`config.mk`:
```
export PLATFORM = sky130hd
export DESIGN_NAME = exec_unit
export DESIGN_NICKNAME = d
export VERILOG_FILES = /design/src/rtl/exec_pkg.sv /design/src/rtl/exec_operand_sel.sv /design/src/rtl/exec_alu.sv /design/src/rtl/exec_cond_eval.sv /design/src/rtl/exec_unit.sv
export SDC_FILE = /design/constraint.sdc
export NUM_CORES = 1
export LEC_CHECK = 0
export BUFFER_PORTS_ARGS = -buffer_cell sky130_fd_sc_hd__clkbuf_2
export CORE_ASPECT_RATIO = 0.8
export CORE_MARGIN = 3
export CORE_UTILIZATION = 40
export CTS_CLUSTER_SIZE = 30
export DETAILED_ROUTE_END_ITERATION = 8
export SETUP_SLACK_MARGIN = 0.15
export SLEW_MARGIN = 10
export SYNTH_ARGS = -nofsm -noshare
export SYNTH_HDL_FRONTEND = slang
export SYNTH_HIERARCHICAL = 1
export SYNTH_SLANG_ARGS = --single-unit
export TNS_END_PERCENT = 20
```
`constraint.sdc`:
```
create_clock -name clk -period 10 [get_ports clk]
set_clock_uncertainty 0.05 [all_clocks]
set_input_delay 2 -clock clk [delete_from_list [all_inputs] [get_ports clk]]
set_output_delay 2 -clock clk [all_outputs]
set_load 0.02 [all_outputs]
```
`src/rtl/exec_pkg.sv`:
```
package exec_pkg;

  typedef enum logic [3:0] {
    OPC_IDLE   = 4'h0,
    OPC_STOP   = 4'h1,
    OPC_MOVRR  = 4'h2,
    OPC_MOVIR  = 4'h3,
    OPC_STORE  = 4'h4,
    OPC_LOAD   = 4'h5,
    OPC_ARITH  = 4'h6,
    OPC_JUMP   = 4'h7,
    OPC_CALL   = 4'h8,
    OPC_RETURN = 4'h9,
    OPC_PUSH   = 4'hA,
    OPC_POP    = 4'hB
  } opcode_e;

  typedef enum logic [1:0] {
    FN_ADD = 2'd0,
    FN_SUB = 2'd1,
    FN_AND = 2'd2,
    FN_XOR = 2'd3
  } alu_fn_e;

  localparam logic [3:0] COND_ALWAYS = 4'd0;
  localparam logic [3:0] COND_LE     = 4'd1;
  localparam logic [3:0] COND_LT     = 4'd2;
  localparam logic [3:0] COND_EQ     = 4'd3;
  localparam logic [3:0] COND_NE     = 4'd4;
  localparam logic [3:0] COND_GE     = 4'd5;
  localparam logic [3:0] COND_GT     = 4'd6;

  typedef struct packed {
    logic zf;
    logic sf;
    logic of;
  } flags_t;

  localparam flags_t FLAGS_RESET = '{zf: 1'b1, sf: 1'b0, of: 1'b0};

endpackage

```
`src/rtl/exec_operand_sel.sv`:
```
module exec_operand_sel
  import exec_pkg::*;
#(
  parameter int WORD_W     = 32,
  parameter int STACK_STEP = 4
) (
  input  logic [3:0]        opcode,
  input  logic [3:0]        func,
  input  logic [WORD_W-1:0] val_a,
  input  logic [WORD_W-1:0] val_b,
  input  logic [WORD_W-1:0] val_c,
  output logic [WORD_W-1:0] op_a,
  output logic [WORD_W-1:0] op_b,
  output alu_fn_e           fn,
  output logic              flag_load
);

  localparam logic [WORD_W-1:0] STEP_UP   = WORD_W'(STACK_STEP);
  localparam logic [WORD_W-1:0] STEP_DOWN = -STEP_UP;

  always_comb begin
    op_a = '0;
    op_b = '0;
    unique case (opcode)
      OPC_MOVRR:             begin op_a = val_a;     op_b = '0;    end
      OPC_ARITH:             begin op_a = val_a;     op_b = val_b; end
      OPC_MOVIR:             begin op_a = val_c;     op_b = '0;    end
      OPC_STORE, OPC_LOAD:   begin op_a = val_c;     op_b = val_b; end
      OPC_CALL, OPC_PUSH:    begin op_a = STEP_DOWN; op_b = val_b; end
      OPC_RETURN, OPC_POP:   begin op_a = STEP_UP;   op_b = val_b; end
      default:               begin op_a = '0;        op_b = '0;    end
    endcase
  end

  always_comb begin
    flag_load = (opcode == OPC_ARITH);
    if (flag_load && (func[3:2] == 2'b00)) fn = alu_fn_e'(func[1:0]);
    else                                   fn = FN_ADD;
  end

endmodule

```
`src/rtl/exec_alu.sv`:
```
module exec_alu
  import exec_pkg::*;
#(
  parameter int WORD_W = 32
) (
  input  logic [WORD_W-1:0] op_a,
  input  logic [WORD_W-1:0] op_b,
  input  alu_fn_e           fn,
  output logic [WORD_W-1:0] result,
  output flags_t            flags
);

  localparam int MSB = WORD_W - 1;

  always_comb begin
    unique case (fn)
      FN_ADD:  result = op_b + op_a;
      FN_SUB:  result = op_b - op_a;
      FN_AND:  result = op_b & op_a;
      default: result = op_b ^ op_a;
    endcase
  end

  always_comb begin
    flags.zf = (result == '0);
    flags.sf = result[MSB];
    unique case (fn)
      FN_ADD:  flags.of = (op_a[MSB] == op_b[MSB]) && (result[MSB] != op_b[MSB]);
      FN_SUB:  flags.of = (op_a[MSB] != op_b[MSB]) && (result[MSB] != op_b[MSB]);
      default: flags.of = 1'b0;
    endcase
  end

endmodule

```
`src/rtl/exec_cond_eval.sv`:
```
module exec_cond_eval
  import exec_pkg::*;
(
  input  logic [3:0] opcode,
  input  logic [3:0] func,
  input  flags_t     cc,
  output logic       taken
);

  logic less;
  logic less_eq;
  logic cond_hit;

  always_comb begin
    less    = cc.sf ^ cc.of;
    less_eq = less | cc.zf;
    unique case (func)
      COND_ALWAYS: cond_hit = 1'b1;
      COND_LE:     cond_hit = less_eq;
      COND_LT:     cond_hit = less;
      COND_EQ:     cond_hit = cc.zf;
      COND_NE:     cond_hit = ~cc.zf;
      COND_GE:     cond_hit = ~less;
      COND_GT:     cond_hit = ~less_eq;
      default:     cond_hit = 1'b0;
    endcase
    taken = (opcode == OPC_JUMP) && cond_hit;
  end

endmodule

```
`src/rtl/exec_unit.sv`:
```
module exec_unit
  import exec_pkg::*;
#(
  parameter int WORD_W     = 32,
  parameter int STACK_STEP = 4
) (
  input  logic              clk,
  input  logic              rst_n,
  input  logic [3:0]        opcode,
  input  logic [3:0]        func,
  input  logic [WORD_W-1:0] val_a,
  input  logic [WORD_W-1:0] val_b,
  input  logic [WORD_W-1:0] val_c,
  output logic [WORD_W-1:0] result,
  output logic              branch_taken
);

  logic [1:0]        rst_pipe;
  logic              rst_sync_n;
  logic [WORD_W-1:0] op_a;
  logic [WORD_W-1:0] op_b;
  alu_fn_e           fn;
  logic              flag_load;
  flags_t            alu_flags;
  flags_t            cc_q;
  flags_t            cc_d;

  // reset: asserted at once, removed on the second edge
  always_ff @(posedge clk or negedge rst_n) begin
    if (!rst_n) rst_pipe <= 2'b00;
    else        rst_pipe <= {rst_pipe[0], 1'b1};
  end
  assign rst_sync_n = rst_pipe[1];

  exec_operand_sel #(.WORD_W(WORD_W), .STACK_STEP(STACK_STEP)) u_sel (
    .opcode    (opcode),
    .func      (func),
    .val_a     (val_a),
    .val_b     (val_b),
    .val_c     (val_c),
    .op_a      (op_a),
    .op_b      (op_b),
    .fn        (fn),
    .flag_load (flag_load)
  );

  exec_alu #(.WORD_W(WORD_W)) u_alu (
    .op_a   (op_a),
    .op_b   (op_b),
    .fn     (fn),
    .result (result),
    .flags  (alu_flags)
  );

  // flag register: next-state and storage kept apart
  always_comb begin
    cc_d = cc_q;
    if (flag_load) cc_d = alu_flags;
  end

  always_ff @(posedge clk or negedge rst_sync_n) begin
    if (!rst_sync_n) cc_q <= FLAGS_RESET;
    else             cc_q <= cc_d;
  end

  exec_cond_eval u_cond (
    .opcode (opcode),
    .func   (func),
    .cc     (cc_q),
    .taken  (branch_taken)
  );

  // flags move only on arithmetic instructions
  p_cc_hold_r6: assert property (@(posedge clk) disable iff (!rst_sync_n)
    (opcode != OPC_ARITH) |=> $stable(cc_q));

  // an arithmetic instruction leaves the ALU flags in the register
  p_cc_load_r6: assert property (@(posedge clk) disable iff (!rst_sync_n)
    (opcode == OPC_ARITH) |=> (cc_q == $past(alu_flags)));

  // logic operations never report overflow
  p_no_overflow_r7: assert property (@(posedge clk) disable iff (!rst_sync_n)
    (opcode == OPC_ARITH && (func == 4'd2 || func == 4'd3)) |-> !alu_flags.of);

  // no branch outside the jump opcode
  p_branch_gate_r10: assert property (@(posedge clk) disable iff (!rst_sync_n)
    branch_taken |-> (opcode == OPC_JUMP));

  // unconditional and equal conditions follow the stored flags
  p_uncond_r9: assert property (@(posedge clk) disable iff (!rst_sync_n)
    (opcode == OPC_JUMP && func == 4'd0) |-> branch_taken);

  p_equal_r9: assert property (@(posedge clk) disable iff (!rst_sync_n)
    (opcode == OPC_JUMP && func == 4'd3) |-> (branch_taken == cc_q.zf));

  // stack adjustments move by exactly the step
  p_stack_r4: assert property (@(posedge clk) disable iff (!rst_sync_n)
    (opcode == OPC_POP || opcode == OPC_RETURN) |-> (result - val_b == WORD_W'(STACK_STEP)));

endmodule

```
* Word level (Yosys, flattened, before mapping)
Index checks and enable logic that the tools add are counted.
W data, S select, Z words.
** Storage, ports and cells
- Register bits after elaboration :: 5
- Bits in latches :: 0
- Bits in writable memories :: 0
- Memory bits (read-only) :: 0
- Input bits :: 106
- Output and inout bits :: 33
- Logic and storage cells :: 53
- Memories :: 0
** Cells by class
- $add $sub $neg :: 2
- Multiply operators :: 0
- Divide/modulo/power cells :: 0
- $lt $le $gt $ge :: 0
- Equality and inequality tests :: 21
- Shift operators :: 0
- Multiplexer cells :: 6
- Bitwise operators :: 7
- Reduce and logical (&&, ||, !) cells :: 13
** Operators with widths (number)
- $pmux W32 S4 :: 1
- $pmux W32 S3 :: 1
- $add A32 B32 Y32 :: 1
- $and A32 B32 Y32 :: 1
- $logic_not A32 Y1 :: 1
- $mux W32 :: 1
- $sub A32 B32 Y32 :: 1
- $xor A32 B32 Y32 :: 1
- $eq A4 B3 Y1 const B :: 7
- $eq A4 B2 Y1 const B :: 4
- $eq A4 B4 Y1 const B :: 4
- $pmux W1 S7 :: 1
- $reduce_or A7 Y1 :: 1
- $reduce_or A2 Y1 :: 3
- $eq A4 B1 Y1 const B :: 1
- $logic_and A1 B1 Y1 :: 4
- $logic_not A2 Y1 :: 2
- $logic_not A4 Y1 :: 1
- $not A1 Y1 :: 3
- $reduce_or A3 Y1 :: 1
- $eq A2 B1 Y1 const B :: 1
- $eq A2 B2 Y1 const B :: 1
- $mux W2 :: 1
- $ne A1 B1 Y1 :: 2
- 4 further kinds :: 4

* Longest topological paths before layout
- Word-level depth :: 8
- Depth in mapped cells :: 25
- Depth with buffers taken out :: 23

* Hierarchy
The synthesis kept the hierarchy.
** By module, submodules not included
- exec_alu :: times used 1, cells each 524, area an instance 3694.8 µm², seq. area each 0.0 µm²
- exec_operand_sel :: times used 1, cells each 96, area an instance 730.7 µm², seq. area each 0.0 µm²
- exec_unit :: times used 1, cells each 9, area an instance 163.9 µm², seq. area each 126.4 µm²
- exec_cond_eval :: times used 1, cells each 11, area an instance 70.1 µm², seq. area each 0.0 µm²

* Worst setup path before layout
No wires, ideal clock.
- Path kind :: in2out
- Start point :: input port opcode[0]
- End point :: output port result[28]
- Arrival :: 7.016 ns
- Data required time :: 7.950 ns
- Path slack :: 0.934 ns
- Cell stages on the path :: 22
- Path buffers :: 6
- Path through :: nand2b_1 > or4_1 > nor2_1 > buf_2 > buf_2 > buf_1 > buf_1 > buf_1 > nand2_1 > o21ai_0 > xor2_1 > ha_1 > buf_6 > a21o_1 > a21oi_4 > a21oi_2 > o21ai_0 > a211oi_1 > a211o_1 > a21oi_1 > xor2_1 > o21ai_0
** Between the ends
- Word-level cells in the longest chain between the ends :: 5
- Elaborated cells on any way between the ends :: 26
- Classes of those cells :: 2 x add/sub; 11 x eq/ne; 4 x mux; 2 x bitwise; 7 x reduce/logical
** RTL lines
- from (decl) :: RTL line exec_unit.sv:9 : input logic [3:0] opcode,
- $eq A4 B3 Y1 * :: RTL line exec_operand_sel.sv:36 : flag_load = (opcode == OPC_ARITH);
- $logic_and A1 B1 Y1 * :: RTL line exec_operand_sel.sv:37 : if (flag_load && (func[3:2] == 2'b00)) fn = alu_fn_e'(func[1:0]);
- $mux W2 * :: RTL line exec_operand_sel.sv:37
- named net fn[0] :: RTL line exec_unit.sv:22 : alu_fn_e fn;
- $eq A2 B2 Y1 (tied with other cells) :: RTL line exec_alu.sv:16 : unique case (fn)
- $pmux W32 S3 * :: RTL line exec_alu.sv:16
- to (decl) :: RTL line exec_unit.sv:14 : output logic [WORD_W-1:0] result,
Mark *: on every way through the listed nets, which the timed path passes. The rest lies on a longest branch.

* Worst setup path in the final report
- Start point :: input port opcode[2]
- End point :: output port result[31]
** Between the ends
- Word-level cells in the longest chain between the ends :: 5
- Elaborated cells on any way between the ends :: 26
- Classes of those cells :: 2 x add/sub; 11 x eq/ne; 4 x mux; 2 x bitwise; 7 x reduce/logical
** RTL lines
- $eq A4 B2 Y1 (tied with other cells) :: RTL line exec_operand_sel.sv:24 : unique case (opcode)
- $reduce_or A3 Y1 (no source line) or $reduce_or A2 Y1 (tied branches)
- $pmux W32 S4 * :: RTL line exec_operand_sel.sv:24
- named net op_a[4] :: RTL line exec_unit.sv:20 : logic [WORD_W-1:0] op_a;
- $sub A32 B32 Y32 or $add A32 B32 Y32 (tied branches) :: RTL line exec_alu.sv:18, exec_alu.sv:17
- $pmux W32 S3 * :: RTL line exec_alu.sv:16
Marked as above.

==> flow_summary.ini <==
[run_status]
status = completed

[sta]
tightest_slew_ns = 0.705
setup_viol = 0
setup-tns-final_ns = 0
fin_ws_ns = 0.785
fin_crit_ns = 9.22
final_max_slew_viol_count = 0
finalHoldViolCount = 0
clock.fmax_ghz = 0.109
rsz0062_at_grt = false
min_period_over_period_pct = 92.2
slew_headroom_pct = 53.0

[routing]
wl_per_cell_um = 19.3
drcViolationCount = 0
ant_nets = 0
vias = 5416
drtPass1Iterations = 5
drt-initial-drc-count = 595
wl_um = 17300
vias_per_cell = 6.02

[die]
die_area_um2 = 13000
die_h_um = 103
rows = 34
core_region_area_um2 = 11100
die_width_um = 127
ios = 139
start_util_pct = 42.0

[yosys]
ys_types = 73
synth.net_count = 811
syn_avg_cell_area_um2 = 7.28
yosys_warnings = 6
ys_ff_latch = 5
synth_top_area_cell = ha_1
synth_area_um2 = 4660
yosysTopAreaCellShare_pct = 17.2
synth-edff-count = 0
synth-async-reset-ratio_pct = 100
syn_inst = 640
yosysSeqAreaShare_pct = 2.71
synth_ff_type = dfrtp_1
synth.area.top_cells = ha_1, xnor2_1, a221o_1

[placement]
port_buffers = 138
pre_cts_slack_ns = 0.877
gp_congestion = 0.955
dp_hpwl_um = 14500
place_area_um2 = 5430

[clock_network]
cts_buffers = 3
clockBufferDepth = 2
clk_pin_slew_ns = 0.03
cts_tree = done
cts_sinks = 5
clkLatencyLatePin_ns = 0.23
cts_setup_buffers = 0
h-tree-depth = 1
cts_root_buffer = clkbuf_16

[global_route]
grt.overflow.total = 0
use_met2_pct = 36.3
grt_pass1_vias = 5097
grt_usage_pct = 25.8
grt_util_met3_pct = 3.73
grt_start_max_net_pins = 45
antenna_found_initial = 0
grtUsageMet1_pct = 41.3
grt_pass1_wl_um = 27200
top_usage_layer = met1

[setup_path]
crit_arrival_ns = 7.17
cp-end-kind = output pin
cpPeakStageDelay_ns = 0.57
cp_max_fo = 15
worstSetupStartpointType = input pin
path_cells = clkbuf_2 -> or3b_1 -> o31ai_4 -> a221o_1 -> nor3_1 -> nor2b_1 -> and3_1 -> nor2_1 -> xnor2_1 -> ha_1 -> nand3_1 -> or4_1 -> a2111o_1 -> o211ai_1 -> a21oi_1 -> o21ai_0 -> o21ai_1 -> xnor2_1 -> nor2_1 -> a21oi_1 -> clkbuf_2
cp_slowest_cell = or4_1
cp.required_ns = 7.95
crit_type = in2out

[final_layout]
final_area_um2 = 5520
areaGrowthSynthToFinish_pct = 18.4
nets = 928
final_cell_mix = clkbuf_2, ha_1, nor2_1
drive_gt1_share_pct = 24.1
antenna_cells = 0
layout.cells.most_common = clkbuf_2
final_core_util_pct = 49.7

[worst_hold_path]
hold_path_class = reg2async

[power]
pwr_density_cell_nw_per_um2 = 97.3
p_leak_uw = 0.00253
ir_worst_vdd_mv = 0.0929
total_power_uw = 537

[flow_run]
cap_viol_max_count = 0
power by group:
part	leakage, uW	switching, uW	internal [uW]
Sequential	0.0000591	2.28	23.5
Combinational	0.00243	276	169
Clock	0.0000382	13.5	52.9
Total	0.00253	292	246
final cells by class:
| cell class | count | area (um2) |
|---|---|---|
| clock buffer | 4 | 78.8 |
| fill | 1120 | 5580 |
| inverter | 20 | 75.1 |
| multi-input combinational | 577 | 4280 |
| sequential | 5 | 126 |
| tap | 144 | 180 |
| timing repair buffer | 150 | 783 |
path summary, 6_finish.rpt:
check	cells after the start	start	slack, ns	endpoint
setup / recovery	21	opcode[2]	0.78	result[31]
hold reg to reg	0	rst_pipe[1]	0.14	cc_q[2]
max in group asynchronous	1	rst_n	8.30	rst_pipe[0]
setup reg to reg	1	cc_q[1]	9.17	cc_q[1]
min in group clk	0	rst_pipe[0]	0.30	rst_pipe[1]
hold / removal	0	rst_pipe[1]	0.14	cc_q[2]
cell usage after synthesis (all sizes together), types with 17 or more instances:
library cell   n
a21oi         59
a221o         30
buf           21
clkbuf        17
ha            64
inv           19
mux2i         17
nand2         38
nor2          61
nor2b         41
o21ai         39
xnor2         42
xor2          17
stage by stage:
step           hold WS (ns)  std cells
5_1_grt               0.160        900
3_5_place_dp        -0.0102        895
3_3_place_gp        -0.0172        895
2_1_floorplan       -0.0243        640
6_report              0.145        900
4_1_cts               0.140        900
cells by family (layout without fill, tap and decap cells):
family	Yosys count	after routing	share of synthesized area, %
mux	33	33	7.52
flops	5	5	2.71
other cells	1	1	0.0805
buf+inv	58	174	6.18
fa+ha+maj	65	65	17.6
xor+xnor	59	59	11.1
compound gates	206	206	31.3
simple gates	213	213	23.5
per-layer routing:
layer  vias to the layer above  part of all wire [%]
li1                       2622                     -
met1                      2542                    51
met2                       236                    40
met3                        16                   8.2
met4                         0                   1.1
met5                         -                     0
timing repair:
item | CTS | global route
hold endpoints to repair | 2 | 0
resized for setup | 0 | 0
hold buffers | 1 | 0
setup endpoints to repair | 0 | 0
sequential cells by signal, summed over array words and instances (netlist names):
name / count
cc_q: 3
rst_pipe: 2
critical path, delay by kind of cell:
family / cells / cell delay (ns)
adder cells (fa/ha/maj): 1 / 0.51
buffers and inverters: 2 / 0.35
XOR/XNOR: 2 / 0.45
AO/OA/AOI/OAI: 8 / 1.80
AND/OR/NAND/NOR: 8 / 2.05
Note: power is estimated with default switching activity, not from simulation.
